==> src/rtl/dr_reg_pkg.sv <==
// Package: dual-rail pair helpers shared by the register stage modules.
// Assumes the true rail is listed first and the false rail second.
package dr_reg_pkg;

    // Report whether a rail pair carries a value (either rail high).
    function automatic logic pair_has_value(logic rail_t, logic rail_f);
        return rail_t | rail_f;
    endfunction

    // Report whether a rail pair is in the illegal both-high state.
    function automatic logic pair_is_bad(logic rail_t, logic rail_f);
        return rail_t & rail_f;
    endfunction

endpackage

==> src/rtl/dr_th22.sv <==
// Module: dr_th22
// Emulates a hysteretic two-of-two threshold gate as a flip-flop.
// The output sets when both inputs are high, clears when both are low,
// and holds otherwise. Assumes inputs are stable relative to clk.
module dr_th22 (
    input  logic clk,
    input  logic rst_n,
    input  logic a,
    input  logic b,
    output logic q
);

    // Gate state update with hysteresis.
    always_ff @(posedge clk) begin
        if (!rst_n)
            q <= 1'b0;
        else if (a && b)
            q <= 1'b1;
        else if (!a && !b)
            q <= 1'b0;
    end


    rise_needs_both_chk: assert property (@(posedge clk) disable iff (!rst_n)
        $rose(q) |-> ($past(a) && $past(b)));


    fall_needs_both_low_chk: assert property (@(posedge clk) disable iff (!rst_n)
        $fell(q) |-> (!$past(a) && !$past(b)));


    split_hold_chk: assert property (@(posedge clk) disable iff (!rst_n)
        ($past(rst_n) && ($past(a) != $past(b))) |-> $stable(q));

endmodule

==> src/rtl/dr_completion.sv <==
// Module: dr_completion
// Completion detector for a dual-rail word. Each pair is ORed, then an
// all-of-WIDTH hysteretic gate (emulated as a flop) combines the bits.
// all_valued sets when every pair holds a value, clears when every pair
// is empty, and holds on a mix. Assumes no pair is ever 11.
module dr_completion
    import dr_reg_pkg::*;
#(
    parameter int WIDTH = 8
) (
    input  logic             clk,
    input  logic             rst_n,
    input  logic [WIDTH-1:0] rail_t,
    input  logic [WIDTH-1:0] rail_f,
    output logic             all_valued
);

    localparam logic [WIDTH-1:0] ALL_SET = {WIDTH{1'b1}};

    logic [WIDTH-1:0] bit_valued;

    // Per-bit OR of the two rails.
    for (genvar i = 0; i < WIDTH; i++) begin : g_bit_or
        assign bit_valued[i] = pair_has_value(rail_t[i], rail_f[i]);
    end

    // All-of-N hysteretic threshold gate.
    always_ff @(posedge clk) begin
        if (!rst_n)
            all_valued <= 1'b0;
        else if (bit_valued == ALL_SET)
            all_valued <= 1'b1;
        else if (bit_valued == '0)
            all_valued <= 1'b0;
    end


    done_rise_chk: assert property (@(posedge clk) disable iff (!rst_n)
        $rose(all_valued) |-> ($past(rail_t | rail_f) == ALL_SET));


    done_fall_chk: assert property (@(posedge clk) disable iff (!rst_n)
        $fell(all_valued) |-> ($past(rail_t | rail_f) == '0));


    done_mixed_hold_chk: assert property (@(posedge clk) disable iff (!rst_n)
        ($past(rst_n) && ($past(rail_t | rail_f) != ALL_SET)
                      && ($past(rail_t | rail_f) != '0)) |-> $stable(all_valued));

endmodule

==> src/rtl/dr_reg_stage.sv <==
// Module: dr_reg_stage
// Four-phase dual-rail register stage. Each output rail is a two-of-two
// hysteretic gate of its input rail and the downstream request, so a
// wavefront passes only when the downstream stage asks for its kind.
// The upstream request is the inverse of the stage's own completion.
// Assumes the neighbours keep to the four-phase protocol and never
// drive a pair to 11.
module dr_reg_stage
    import dr_reg_pkg::*;
#(
    parameter int WIDTH = 8
) (
    input  logic             clk,
    input  logic             rst_n,
    input  logic [WIDTH-1:0] din_t,
    input  logic [WIDTH-1:0] din_f,
    input  logic             rqst_from_next,
    output logic [WIDTH-1:0] dout_t,
    output logic [WIDTH-1:0] dout_f,
    output logic             rqst_to_prev
);

    logic stage_done;

    // Storage gates: one pair of threshold gates per bit.
    for (genvar i = 0; i < WIDTH; i++) begin : g_bit
        dr_th22 u_gate_t (
            .clk   (clk),
            .rst_n (rst_n),
            .a     (din_t[i]),
            .b     (rqst_from_next),
            .q     (dout_t[i])
        );
        dr_th22 u_gate_f (
            .clk   (clk),
            .rst_n (rst_n),
            .a     (din_f[i]),
            .b     (rqst_from_next),
            .q     (dout_f[i])
        );


        no_bad_pair_chk: assert property (@(posedge clk) disable iff (!rst_n)
            !pair_is_bad(dout_t[i], dout_f[i]));


        no_value_swap_chk: assert property (@(posedge clk) disable iff (!rst_n)
            ($past(dout_t[i]) |-> !dout_f[i]) and ($past(dout_f[i]) |-> !dout_t[i]));
    end

    // Completion detection over the held word.
    dr_completion #(.WIDTH(WIDTH)) u_done (
        .clk        (clk),
        .rst_n      (rst_n),
        .rail_t     (dout_t),
        .rail_f     (dout_f),
        .all_valued (stage_done)
    );

    // Upstream request is the inverted completion.
    assign rqst_to_prev = ~stage_done;

endmodule

==> config.mk <==
export PLATFORM = sky130hd
export DESIGN_NAME = dr_reg_stage
export DESIGN_NICKNAME = d
export VERILOG_FILES = /design/src/rtl/dr_reg_pkg.sv /design/src/rtl/dr_th22.sv /design/src/rtl/dr_completion.sv /design/src/rtl/dr_reg_stage.sv
export SDC_FILE = /design/constraint.sdc
export NUM_CORES = 1
export LEC_CHECK = 0
export BUFFER_PORTS_ARGS = -buffer_cell sky130_fd_sc_hd__buf_4
export CAP_MARGIN = 20
export CORE_MARGIN = 2
export CORE_UTILIZATION = 44
export DETAILED_ROUTE_END_ITERATION = 10
export HOLD_SLACK_MARGIN = 0.1
export PLACE_DENSITY = 0.78
export SYNTH_ARGS = -nofsm -noshare
export SYNTH_HDL_FRONTEND = slang
export SYNTH_SLANG_ARGS = --single-unit
==> constraint.sdc <==
create_clock -name clk -period 1.1 [get_ports clk]
set_input_delay 0.055 -clock clk [delete_from_list [all_inputs] [get_ports clk]]
set_output_delay 0.055 -clock clk [all_outputs]
set_load 0.03 [all_outputs]
==> reports/results.ini <==
[routing]
vias_per_cell = 5.00
wl_per_cell_um = 12.7
drc = 0
antenna_left = 0
vias = 775
drt-total-wl_mm = 1.97
dr.pass1.iters = 2
drt_iter0_drc = 11

[floorplan]
num_rows = 17
fp.coreArea_um2 = 2210
die_w_um = 52.4
start_util_pct = 46.6
num_io_pins = 36
die_area_um2 = 2750
die_h_um = 52.4

[final_layout]
layout_commonest_cell = buf_4
mostFrequentLayoutCells = 44 x buf_4, 16 x mux2i_1, 16 x nor2b_1, 16 x ha_1, 15 x dfxtp_1
finalNonFillerCells = 155
n_antenna_cell = 0
fillCellCount = 189
finalNetCount = 163
multi_input_area_um2 = 581
utilization_pct = 60.1
drive_above_1_share_pct = 42.5
seqCellArea_um2 = 343
area_growth_pct = 29.0

[synth]
ys_seq_area_share_pct = 33.0
synthXorXnorAreaFrac_pct = 0
synth.area.mux_share_pct = 15.5
synth_fp_nets = 130
yosysWarnings = 0
synth_area_um2 = 1030
synth_seq_cells = 17
synth_cell_types = 14
synthCells = 95
netlist.top_cell.by_area = dfxtp_1
synth.top_cell.area_share_pct = 33.0
syn_area_per_cell_um2 = 10.9
synth_compound_area_share_pct = 3.52
synthTopCellsByArea = dfxtp_1 33%, ha_1 19%, mux2i_1 16%
synth-simple-area-share_pct = 16.1
yosys.area_share.adder_pct = 19.4
synth_top_family_by_area = adder cells

[timing]
fin_setup_tns_ns = 0
skew_ns = 0.00294
fmax_mhz = 910
finalCritPeriodShare_pct = 99.9
setup_ws_ns = 0.00140
maxSlewViolCount = 0
relSlewSlack_pct = 85.1
hold_viol = 0
tightest_slew_ns = 0.222
fin_crit_ns = 1.10
grt_setup_unrepaired = true
setup_viol = 0

[clock_tree]
cts-root-buf = clkbuf_4
h-tree-depth = 1
post-cts-setup-buffers = 0
cts.path.max_buffers = 2
cts_tree = built
clock_sinks = 17
cts_buffers = 3
clk_pin_slew_worst_paths_ns = 0.10
clkLatencyLatePin_ns = 0.29

[placed_design]
place_ws_ns = -0.0261
dp_hpwl_mm = 1.50
io_buffers = 35
routabilityCongestion = 0.668
place_inst = 150

[global_routing]
antenna_found_initial = 0
grt_pass1_wl_mm = 3.28
grt_pass1_vias = 761
globalRouteTotalUtil_pct = 16.8
overflow = 0
grt_start_max_net_pins = 19

[critical_path]
criticalPathCategory = flop to flop
cp_max_fo = 2
crit_path_start_kind = flop
end_kind = flop
required_ns = 1.29
crit_arrival_ns = 1.29

[power_and_ir_drop]
switching_share_pct = 29.2
power_frac_comb_pct = 27.7
power-per-cell-area_nw_per_um2 = 1050
ir_drop_mv = 0.744
p_leak_nw = 0.653
clkPwrFrac_pct = 23.8
power_mw = 1.40
p_int_uw = 990
power.switching_uw = 408
seqPwrFrac_pct = 48.5

[flow_run]
maxCapViolCount = 0

[worst_hold_path]
hold_class = primary input to flop

[run_status]
status = complete, no violations

## area by class of cell
cell class                 count  area share [%]
clock buffer                   3            1.69
multi-input combinational     60            43.6
timing repair buffer          45            25.6
sequential                    17            25.8
clock inverter                 1           0.376
inverter                       1           0.282
tap                           28            2.63
## power by group through the flow
stage | sequential, mW | combinational [mW] | clock [mW]
3_5_place_dp | 0.688 | 0.375 | 0
6_report | 0.678 | 0.387 | 0.333
3_3_place_gp | 0.685 | 0.366 | 0
4_1_cts | 0.676 | 0.386 | 0.345
5_1_grt | 0.683 | 0.422 | 0.371
2_1_floorplan | 0.686 | 0.253 | 0
## registers in the layout (all words and copies together), names as in the netlist
signal	flops
g_bit.u_gate_f.q	8
g_bit.u_gate_t.q	8
u_done.all_valued	1
## metal layers
metal,GRT usage [%],part of all wire [%],up-vias
li1,-,-,390
met1,19.4,45,360
met2,27.9,48,21
met3,3.71,4.5,4
met4,9.83,1.8,0
met5,0,0,-
## cell families after synthesis
family	after synthesis
buffers and inverters	18
flip-flops	17
AND/OR/NAND/NOR	23
AO/OA/AOI/OAI	5
multiplexers	16
adder cells (fa/ha/maj)	16
## synthesized netlist by cell type (all sizes together)
cell type,instances
a32o,1
nor2,1
mux2i,16
nor4,5
o21a,1
nand4,1
nor2b,16
dfxtp,17
ha,16
buf,16
o22ai,3
inv,1
clkbuf,1
## path summary, 6_finish.rpt
check	start	to	slack (ns)	cells after the start
setup / recovery	g_bit[0].u_gate_t.q	u_done.all_valued	0.001	3
hold / removal	din_f[4]	g_bit[4].u_gate_f.q	0.16	4
setup reg to reg	g_bit[0].u_gate_t.q	u_done.all_valued	0.001	3
hold reg to reg	u_done.all_valued	u_done.all_valued	0.56	1
## through the flow
stage                     area [µm²]  hold slack [ns]
after detailed placement        1270            0.415
after global routing            1330            0.152
final                           1330            0.155
after global placement          1270            0.402
after floorplan                 1030            0.183
after CTS                       1320            0.148
## critical path, stage by stage, from the launching register on
cell and delay [ns]:
dfxtp_1 0.36, nor4_4 0.28, nand4_1 0.13, a32o_1 0.23
## what timing repair did
| action | 4_1_cts | 5_1_grt |
|---|---|---|
| resized for setup | 2 | 2 |
| hold buffers | 1 | 0 |
| hold endpoints to repair | 1 | 0 |
| endpoints found under the setup margin | 1 | 1 |
| pin swaps | 3 | 2 |
Power figures use the tool's default switching activity.
